**src/rtl/mpgpio_pkg.sv**
```systemverilog
package mpgpio_pkg;
    localparam int PIN_PER_PORT = 8;
    localparam int MAX_PORTS    = 7;
    localparam int PORT_STRIDE  = 48;

    localparam logic [5:0] OFF_CTRL = 6'h00;
    localparam logic [5:0] OFF_DIN  = 6'h04;
    localparam logic [5:0] OFF_DOUT = 6'h08;
    localparam logic [5:0] OFF_MODE = 6'h0C;
    localparam logic [5:0] OFF_PUD  = 6'h10;
    localparam logic [5:0] OFF_EVT  = 6'h14;
    localparam logic [5:0] OFF_IEN  = 6'h18;
    localparam logic [5:0] OFF_FRC  = 6'h1C;
    localparam logic [5:0] OFF_EDGE = 6'h20;

    typedef enum logic [1:0] {
        GS_OFF = 2'd0,
        GS_ARM = 2'd1,
        GS_RUN = 2'd2
    } gate_state_e;

    typedef enum logic [1:0] {
        PM_INPUT    = 2'd0,
        PM_PUSHPULL = 2'd1,
        PM_DRAIN    = 2'd2,
        PM_SOURCE   = 2'd3
    } pin_mode_e;
endpackage

```
**src/rtl/mpgpio_sync.sv**
```systemverilog
module mpgpio_sync #(
    parameter int W = 8
) (
    input  logic         clk,
    input  logic         rst_n,
    input  logic [W-1:0] d,
    output logic [W-1:0] q
);
    logic [W-1:0] meta_q;

    always_ff @(posedge clk or negedge rst_n) begin
        if (!rst_n) begin
            meta_q <= '0;
            q      <= '0;
        end else begin
            meta_q <= d;
            q      <= meta_q;
        end
    end
endmodule

```
**src/rtl/mpgpio_gate_fsm.sv**
```systemverilog
module mpgpio_gate_fsm
    import mpgpio_pkg::*;
(
    input  logic        clk,
    input  logic        rst_n,
    input  logic        clk_req,
    output gate_state_e state_q,
    output logic        run
);
    gate_state_e state_d;

    always_ff @(posedge clk or negedge rst_n) begin
        if (!rst_n) state_q <= GS_OFF;
        else        state_q <= state_d;
    end

    always_comb begin
        state_d = state_q;
        unique case (state_q)
            GS_OFF:  state_d = clk_req ? GS_ARM : GS_OFF;
            GS_ARM:  state_d = clk_req ? GS_RUN : GS_OFF;
            GS_RUN:  state_d = clk_req ? GS_RUN : GS_OFF;
            default: state_d = GS_OFF;
        endcase
    end

    always_comb begin
        run = 1'b0;
        unique case (state_q)
            GS_OFF:  run = 1'b0;
            GS_ARM:  run = 1'b0;
            GS_RUN:  run = 1'b1;
            default: run = 1'b0;
        endcase
    end
endmodule

```
**src/rtl/mpgpio_port.sv**
```systemverilog
module mpgpio_port
    import mpgpio_pkg::*;
#(
    parameter int PINS = PIN_PER_PORT
) (
    input  logic              clk,
    input  logic              rst_n,
    input  logic              sel,
    input  logic              wr,
    input  logic [5:0]        off,
    input  logic [31:0]       wdata,
    output logic [31:0]       rdata,
    input  logic              run,
    input  logic [PINS-1:0]   pad_in,
    output logic [PINS-1:0]   pad_oe,
    output logic [PINS-1:0]   pad_out,
    output logic [PINS-1:0]   pad_pull_en,
    output logic              irq,
    output logic [2*PINS-1:0] mode_o,
    output logic [PINS-1:0]   evt_o,
    output logic [PINS-1:0]   frc_o
);
    localparam int MW = 2 * PINS;

    logic [PINS-1:0] dout_q, pud_q, evt_q, ien_q, frc_q, edge_q;
    logic [MW-1:0]   mode_q;
    logic [PINS-1:0] lvl_q, prev_q, hit, clr;
    logic            wen;

    assign wen = sel && wr;

    mpgpio_sync #(.W(PINS)) u_sync (
        .clk   (clk),
        .rst_n (rst_n),
        .d     (pad_in),
        .q     (lvl_q)
    );

    always_ff @(posedge clk or negedge rst_n) begin
        if (!rst_n) prev_q <= '0;
        else        prev_q <= lvl_q;
    end

    // rising when edge bit is 1, falling when 0, only while the block runs
    always_comb begin
        for (int b = 0; b < PINS; b++) begin
            hit[b] = run && (edge_q[b] ? (lvl_q[b] && !prev_q[b])
                                       : (!lvl_q[b] && prev_q[b]));
        end
    end

    always_ff @(posedge clk or negedge rst_n) begin
        if (!rst_n) begin
            dout_q <= '0;
            mode_q <= '0;
            pud_q  <= '0;
            ien_q  <= '0;
            frc_q  <= '0;
            edge_q <= '0;
        end else if (wen) begin
            case (off)
                OFF_DOUT: dout_q <= wdata[PINS-1:0];
                OFF_MODE: mode_q <= wdata[MW-1:0];
                OFF_PUD:  pud_q  <= wdata[PINS-1:0];
                OFF_IEN:  ien_q  <= wdata[PINS-1:0];
                OFF_FRC:  frc_q  <= wdata[PINS-1:0];
                OFF_EDGE: edge_q <= wdata[PINS-1:0];
                default:  ;
            endcase
        end
    end

    assign clr = (wen && off == OFF_EVT) ? wdata[PINS-1:0] : '0;

    // set sources win over the clear
    always_ff @(posedge clk or negedge rst_n) begin
        if (!rst_n) evt_q <= '0;
        else        evt_q <= (evt_q & ~clr) | hit | frc_q;
    end

    always_comb begin
        rdata = '0;
        if (sel) begin
            case (off)
                OFF_DIN:  rdata[PINS-1:0] = lvl_q;
                OFF_DOUT: rdata[PINS-1:0] = dout_q;
                OFF_MODE: rdata[MW-1:0]   = mode_q;
                OFF_PUD:  rdata[PINS-1:0] = pud_q;
                OFF_EVT:  rdata[PINS-1:0] = evt_q;
                OFF_IEN:  rdata[PINS-1:0] = ien_q;
                OFF_FRC:  rdata[PINS-1:0] = frc_q;
                OFF_EDGE: rdata[PINS-1:0] = edge_q;
                default:  rdata = '0;
            endcase
        end
    end

    always_comb begin
        for (int b = 0; b < PINS; b++) begin
            unique case (pin_mode_e'(mode_q[2*b +: 2]))
                PM_INPUT:    pad_oe[b] = 1'b0;
                PM_PUSHPULL: pad_oe[b] = 1'b1;
                PM_DRAIN:    pad_oe[b] = !dout_q[b];
                PM_SOURCE:   pad_oe[b] = dout_q[b];
                default:     pad_oe[b] = 1'b0;
            endcase
        end
    end

    assign pad_out     = dout_q;
    assign pad_pull_en = ~pud_q;
    assign irq         = |(evt_q & ien_q);
    assign mode_o      = mode_q;
    assign evt_o       = evt_q;
    assign frc_o       = frc_q;
endmodule

```
**src/rtl/mpgpio_ctrl.sv**
```systemverilog
module mpgpio_ctrl
    import mpgpio_pkg::*;
#(
    parameter int         NPORTS  = 7,
    parameter logic [6:0] VERSION = 7'd3,
    parameter int         ADDR_W  = 12
) (
    input  logic                  clk,
    input  logic                  rst_n,
    input  logic                  bus_wr,
    input  logic [ADDR_W-1:0]     bus_addr,
    input  logic [31:0]           bus_wdata,
    output logic [31:0]           bus_rdata,
    input  logic [NPORTS*8-1:0]   pad_in,
    output logic [NPORTS*8-1:0]   pad_oe,
    output logic [NPORTS*8-1:0]   pad_out,
    output logic [NPORTS*8-1:0]   pad_pull_en,
    output logic [NPORTS-1:0]     irq
);
    localparam int NPINS = NPORTS * PIN_PER_PORT;
    localparam int MW    = 2 * PIN_PER_PORT;

    logic [1:0]          ctrl_q;
    logic                aligned, cr_hit, run;
    gate_state_e         gate_state;
    logic [31:0]         port_rd [NPORTS];
    logic [2*NPINS-1:0]  mode_all;
    logic [NPINS-1:0]    evt_all, frc_all;

    assign aligned = (bus_addr[1:0] == 2'b00);
    assign cr_hit  = aligned && (bus_addr == ADDR_W'(OFF_CTRL));

    always_ff @(posedge clk or negedge rst_n) begin
        if (!rst_n)               ctrl_q <= '0;
        else if (bus_wr && cr_hit) ctrl_q <= bus_wdata[1:0];
    end

    mpgpio_gate_fsm u_gate (
        .clk     (clk),
        .rst_n   (rst_n),
        .clk_req (ctrl_q[0]),
        .state_q (gate_state),
        .run     (run)
    );

    for (genvar p = 0; p < NPORTS; p++) begin : g_port
        localparam int BASE = p * PORT_STRIDE;
        logic [ADDR_W-1:0] rel;
        logic              hit;

        // wraparound keeps addresses below BASE out of range
        assign rel = bus_addr - ADDR_W'(BASE);
        assign hit = aligned && (rel < ADDR_W'(PORT_STRIDE));

        mpgpio_port #(.PINS(PIN_PER_PORT)) u_port (
            .clk         (clk),
            .rst_n       (rst_n),
            .sel         (hit),
            .wr          (bus_wr),
            .off         (rel[5:0]),
            .wdata       (bus_wdata),
            .rdata       (port_rd[p]),
            .run         (run),
            .pad_in      (pad_in[p*PIN_PER_PORT +: PIN_PER_PORT]),
            .pad_oe      (pad_oe[p*PIN_PER_PORT +: PIN_PER_PORT]),
            .pad_out     (pad_out[p*PIN_PER_PORT +: PIN_PER_PORT]),
            .pad_pull_en (pad_pull_en[p*PIN_PER_PORT +: PIN_PER_PORT]),
            .irq         (irq[p]),
            .mode_o      (mode_all[p*MW +: MW]),
            .evt_o       (evt_all[p*PIN_PER_PORT +: PIN_PER_PORT]),
            .frc_o       (frc_all[p*PIN_PER_PORT +: PIN_PER_PORT])
        );
    end

    always_comb begin
        bus_rdata = '0;
        if (cr_hit) bus_rdata = {16'b0, 7'(NPORTS), VERSION, ctrl_q};
        for (int p = 0; p < NPORTS; p++) bus_rdata = bus_rdata | port_rd[p];
    end
endmodule

```
**config.mk**
```make
export PLATFORM = sky130hd
export DESIGN_NAME = mpgpio_ctrl
export DESIGN_NICKNAME = d
export VERILOG_FILES = /design/src/rtl/mpgpio_pkg.sv /design/src/rtl/mpgpio_sync.sv /design/src/rtl/mpgpio_gate_fsm.sv /design/src/rtl/mpgpio_port.sv /design/src/rtl/mpgpio_ctrl.sv
export SDC_FILE = /design/constraint.sdc
export NUM_CORES = 1
export LEC_CHECK = 0
export ABC_AREA = 1
export BUFFER_PORTS_ARGS = -buffer_cell sky130_fd_sc_hd__buf_2
export CORE_ASPECT_RATIO = 0.5
export CORE_MARGIN = 10
export CORE_UTILIZATION = 45
export CTS_CLUSTER_DIAMETER = 60
export DETAILED_ROUTE_END_ITERATION = 8
export PLACE_DENSITY = 0.66
export SLEW_MARGIN = 10
export SYNTH_ARGS = -nofsm -noshare
export SYNTH_HDL_FRONTEND = slang
export SYNTH_SLANG_ARGS = --single-unit
```
**constraint.sdc**
```tcl
create_clock -name clk -period 4 [get_ports clk]
set_input_delay 0.8 -clock clk [delete_from_list [all_inputs] [get_ports clk]]
set_output_delay 0.8 -clock clk [all_outputs]
set_load 0.01 [all_outputs]
```
; Word-level counts from Yosys, hierarchy flattened
; Index checks and enable logic that the tools add are counted.
[totals]
in_bits = 103
output_inout_bits = 207
reg_bits = 620
[op_classes]
muxes = 145
n_eq_ne = 226
order_cmp = 7
reduce_logical = 468
n_bitwise = 49
addsub = 6
[ops]
columns = operator, count
row1 = 8-bit one-hot mux with 8 select lines, 7
row2 = "2-bit == test, second input constant", 113
row3 = 32-bit bitwise OR, 7
row4 = 1-bit one-hot mux with 4 select lines, 56
row5 = 1-bit logical AND, 191
row6 = "6-bit by 5-bit == test with 1-bit output, second input constant", 28
row7 = 1-bit logical NOT, 168
row8 = 2-bit logical NOT, 58
row9 = "2-bit by 1-bit == test with 1-bit output, second input constant", 57
row10 = 8-bit AND, 14
row11 = 16-bit two-way mux, 7
row12 = 8-bit two-way mux, 14
row13 = 8-bit inverter, 14
row14 = 8-bit bitwise OR, 14
row15 = "6-bit by 4-bit == test with 1-bit output, second input constant", 14
row16 = "12-bit by 6-bit < comparator with 1-bit output, second input constant", 7
row17 = 2-bit AND reduction, 42
row18 = 1-bit two-way mux, 58
row19 = 8-bit OR reduction, 7
row20 = "6-bit by 3-bit == test with 1-bit output, second input constant", 7
row21 = "6-bit == test, second input constant", 7
row22 = "12-bit by 8-bit subtractor with 12-bit output, second input constant", 3
row23 = 12-bit logical NOT, 1
row24 = 12-bit two-way mux, 1
row25 = other kinds (6), 6

; Depth between registers and ports, before layout
[depth]
ltp_word = 10
ltp_mapped = 14
mapped_depth_nobuf = 13

; Hierarchy
; A second synthesis with hierarchy kept.
[unflattened]
hier_cells = 3841
hier_area_um2 = 31614.1
[modules_own_cells]
columns = module, seq_area_each_um2, area_each_um2, cells_each, instances
row1 = mpgpio_port, 1801.7, 3942.5, 504, 7
row2 = mpgpio_sync, 400.4, 400.4, 16, 7
row3 = mpgpio_ctrl, 50.0, 1101.1, 190, 1
row4 = mpgpio_gate_fsm, 50.0, 112.6, 11, 1

; Worst setup path before layout
; Ideal clock, no wire load.
[synth_path]
path_type = input -> output
from = input port bus_addr[5]
to = output port bus_rdata[2]
t_required_ns = 3.200
setup_slack_ns = 0.948
n_path_buf = 1
t_arrival_ns = 2.252
stages = 13
path_cell_list = buf_4 inv_2 ha_1 inv_1 a21oi_1 nand2_1 o21ai_1 nand2_1 nor2_1 nand2_1 nand2_1 nor2_1 nand2_1
[synth_via]
elab_chain_cells = 10
word_cells_on_any_way = 100
cone_classes = add/sub (6) / order compare (7) / eq/ne (56) / mux (15) / bitwise (7) / reduce/logical (9)
[synth_rtl]
columns = element, line_no
row1 = "start, declared", mpgpio_ctrl.sv:11  ; input logic [ADDR_W-1:0] bus_addr,
row2 = 12-bit by 6-bit subtractor with 12-bit output (tied with other cells), mpgpio_ctrl.sv:52  ; assign rel = bus_addr - ADDR_W'(BASE);
row3 = 12-bit by 6-bit < comparator with 1-bit output (tied with other cells), mpgpio_ctrl.sv:53  ; assign hit = aligned && (rel < ADDR_W'(PORT_STRIDE));
row4 = 1-bit logical AND (tied with other cells), mpgpio_ctrl.sv:53
row5 = 16-bit two-way mux or 32-bit bitwise OR (tied branches), "mpgpio_port.sv:83, mpgpio_ctrl.sv:78"
row6 = 32-bit bitwise OR (5 in a row), mpgpio_ctrl.sv:78  ; for (int p = 0; p < NPORTS; p++) bus_rdata = bus_rdata | port_rd[p];
row7 = 32-bit bitwise OR *, mpgpio_ctrl.sv:78
row8 = "end, declared", mpgpio_ctrl.sv:13  ; output logic [31:0] bus_rdata,
; Mark *: on every way between the ends. The rest lies on a longest branch, timed or not.

; Worst setup path in the final report
[layout_path]
from = input port bus_addr[1]
to = output port bus_rdata[1]
[layout_via]
elab_chain_cells = 10
word_cells_on_any_way = 101
cone_classes = add/sub (6) / order compare (7) / eq/ne (56) / mux (15) / bitwise (7) / reduce/logical (10)
[layout_rtl]
columns = element, line_no
row1 = 12-bit by 6-bit subtractor with 12-bit output (tied with other cells), mpgpio_ctrl.sv:52
row2 = 12-bit by 6-bit < comparator with 1-bit output (tied with other cells), mpgpio_ctrl.sv:53
row3 = 1-bit logical AND (tied with other cells), mpgpio_ctrl.sv:53
row4 = 16-bit two-way mux or 32-bit bitwise OR (tied branches), "mpgpio_port.sv:83, mpgpio_ctrl.sv:78"
row5 = 32-bit bitwise OR (5 in a row), mpgpio_ctrl.sv:78
row6 = 32-bit bitwise OR *, mpgpio_ctrl.sv:78
; Marks and branches as above.

==> results.md <==
* CTS buffer count at 56
* Placed cell count at 4661
* Post-Syn Area at 29080 sq um
* RSZ-0062 raised after global routing: no
* DRT Pass-1 Iters at 6
* Vias post-DR at 26130
* Clk sinks at 620
* Worst min path class: in -> async
* Synthesized area per cell at 8.001 sq um
* Reg2Reg Setup Slack at 2.16 ns
* Drt drc at 0
* TritonCTS clock tree: yes
* Max_cap viols at 0
* Post-synth top flop: dfrtp_1
* Finish-stage setup viols at 0
* Tot Pwr at 12.69 mW
* Vias/cell at 5.486
* H-tree levels at 2
* Mapped Cells at 3634
* CP arrival at 3.02 ns
* Setup crit end kind: output port
* WL/cell at 21.20 microns
* Max incr delay on CP at 0.37 ns
* Worst-Skew Late Latency at 0.61 ns
* Most frequent cells in the layout: nand2_1, dfrtp_1, o21ai_0
* Slew Viols, Final at 0
* Worst Path Max Fanout at 16
* Post-detailed-route count of antenna-violating nets at 0
* FF+latch count, synth at 620
* Die area at 75800 sq um
* Most common cell after layout, fill and taps aside: nand2_1
* Nets at 3958
* Row cnt at 65
* Number of synthesized flops with an enable pin at 0
* Critical-path cell list: buf_2, nor2_4, nand2_1, nor2_1, buf_4, nand2_1, nand2_1, nor2_1, nand2_1, nand2_1, nand2_1, nor2_1, nand2_1, buf_2
* YS warnings at 0
* Startpoint types: input port
* Slowest CP cell: nor2_4
* Final Skew at 0.01090 ns
* Most frequent CP cell: nand2_1
* Postcts setup bufs at 0
* Area grow syn2layout at 14.85%
* Routed wire length at 101000 microns
* Final Util at 52.57%
* CTS Hold Bufs at 0
* Type of the worst setup path: in -> out
* Post-cts sizing count at 0
* Worst EP required at 3.20 ns
* Clk slew on worst S/H paths at 0.06 ns
* Tot GR Track Use at 26.22%
* Async SR Flop Fraction at 100.0%
* Detailed Place HPWL at 70250 microns
* Initial antenna violation count at 4
* VDD IR max at 0.3082 mV
* Final hold vios at 0
* Vias in the first global route at 24950
* Max_slew headroom at 17.80%
* Initial Utilization at 45.78%
* Hold WS at 0.1688 ns
* PortBufs at 277
* Tightest Pin Transition at 1.231 ns
* Pre-CTS WS at 0.2416 ns
* Global-route wire length before repair at 154000 microns
* Non-filler cells in the finished layout at 4763
* Routability cong. at 0.9424
* Core outline area at 63520 sq um
* Pwr/cell area at 380.0 nW/um^2
* Setup ws final at 0.1806 ns
* I/O pin count at 310
* Yosys cell types at 29
* Vert. Die Dim at 199.7 microns
* Tmin final at 3.819 ns
* Largest net degree at the start of global routing at 119
* Layout cell share with drive strength beyond 1 at 12.86%
* Final Cell Area at 33390 sq um
* Max frequency at 0.2618 GHz
* Clock buffer depth at 3
* Placed cell area at 31500 sq um
* Fin Setup TNS at 0 ns
* Period utilization at 95.49%
* Seq/Total Area, Yosys at 53.36%
* Status: completed
* Gr ovfl total at 0
* Lkg Pwr at 15.94 nW
* Die width at 379.5 microns
* Iteration-0 DRC Markers at 2891
* Clock root cell: clkbuf_16
==> power by group <==
| group | total [mW] | switching (mW) | internal (mW) | leakage [nW] |
|---|---|---|---|---|
| registers | 6.43 | 0.0676 | 6.36 | 7.98 |
| logic | 0.622 | 0.492 | 0.130 | 7.04 |
| clock network | 5.64 | 2.44 | 3.20 | 0.924 |
| total | 12.7 | 3.00 | 9.69 | 15.9 |
==> critical path, delay by kind of cell <==
family | cells | cell delay [ns]
AND/OR/NAND/NOR | 11 | 1.67
buffers and inverters | 3 | 0.56
==> Yosys cell counts, drive strengths merged, types with 19 or more instances <==
cell       n  area share [%]
nand4     65             1.4
o211ai    19            0.49
xnor2     44             1.3
dfrtp    620              53
clkbuf   100             1.3
inv      279             3.6
nand2   1213              16
buf      112             2.1
nand3    275             4.7
o21bai    24            0.62
nor2     238             3.4
o21ai    522             9.0
a21oi     63             1.1
==> logic make-up (layout without fill, tap and decap cells) <==
kind of cell               count (synthesis)  in the layout  synth area share (%)
adders and majority gates                  7              7                0.3012
and+or+nand+nor                         1810           1810                 25.89
buffers and inverters                    492            732                 6.967
DFF                                      620            620                 53.36
xor gates and xnor gates                  56             56                 1.687
other                                      1             19               0.01290
AOI/OAI and AO/OA                        648            648                 11.78
==> final timing paths <==
check                                                       startpoint                                           to  depth (start not counted)
min in group clk                                             pad_in[8]  g_port[1].u_port.u_sync.meta_q[0]$_DFF_PN0_                          1
max in group asynchronous                                        rst_n        g_port[6].u_port.frc_o[4]$_DFFE_PN0P_                          2
max reg2reg                                u_gate.state_q[0]$_DFF_PN0_          g_port[2].u_port.evt_o[6]$_DFF_PN0_                          6
min reg2reg                g_port[4].u_port.u_sync.meta_q[6]$_DFF_PN0_       g_port[4].u_port.u_sync.q[6]$_DFF_PN0_                          0
min                                                              rst_n       g_port[4].u_port.edge_q[1]$_DFFE_PN0P_                          1
max                                                        bus_addr[1]                                 bus_rdata[1]                         14
==> registers in the layout, summed over array words and instances (netlist names) <==
name	cells
g_port.u_port.u_sync.meta_q	56
g_port.u_port.pad_out	56
g_port.u_port.edge_q	56
g_port.u_port.ien_q	56
g_port.u_port.evt_o	56
g_port.u_port.pud_q	56
ctrl_q	2
g_port.u_port.u_sync.q	56
g_port.u_port.prev_q	56
g_port.u_port.frc_o	56
g_port.u_port.mode_o	112
u_gate.state_q	2
==> routing by layer <==
metal / vias up / share of wire (%) / track usage [%] / routed length (microns)
met2: 1094 / 46 / 41.35 / 46160
met5: - / 0 / 0 / 0
met3: 208 / 8.1 / 4.551 / 8223
met1: 12700 / 42 / 36.35 / 42860
met4: 0 / 3.7 / 9.191 / 3754
li1: 12130 / - / - / -
==> layout make-up <==
type | instances | area (sq um)
Fill cell | 5990 | 30120
Sequential cell | 620 | 15510
Multi-Input combinational cell | 2537 | 11640
Timing Repair Buffer | 353 | 2205
Clock buffer | 85 | 1682
Tap cell | 871 | 1090
Inverter | 280 | 1051
Clock inverter | 14 | 200.2
Antenna cell | 3 | 7.507
Power figures use the tool's default switching activity.
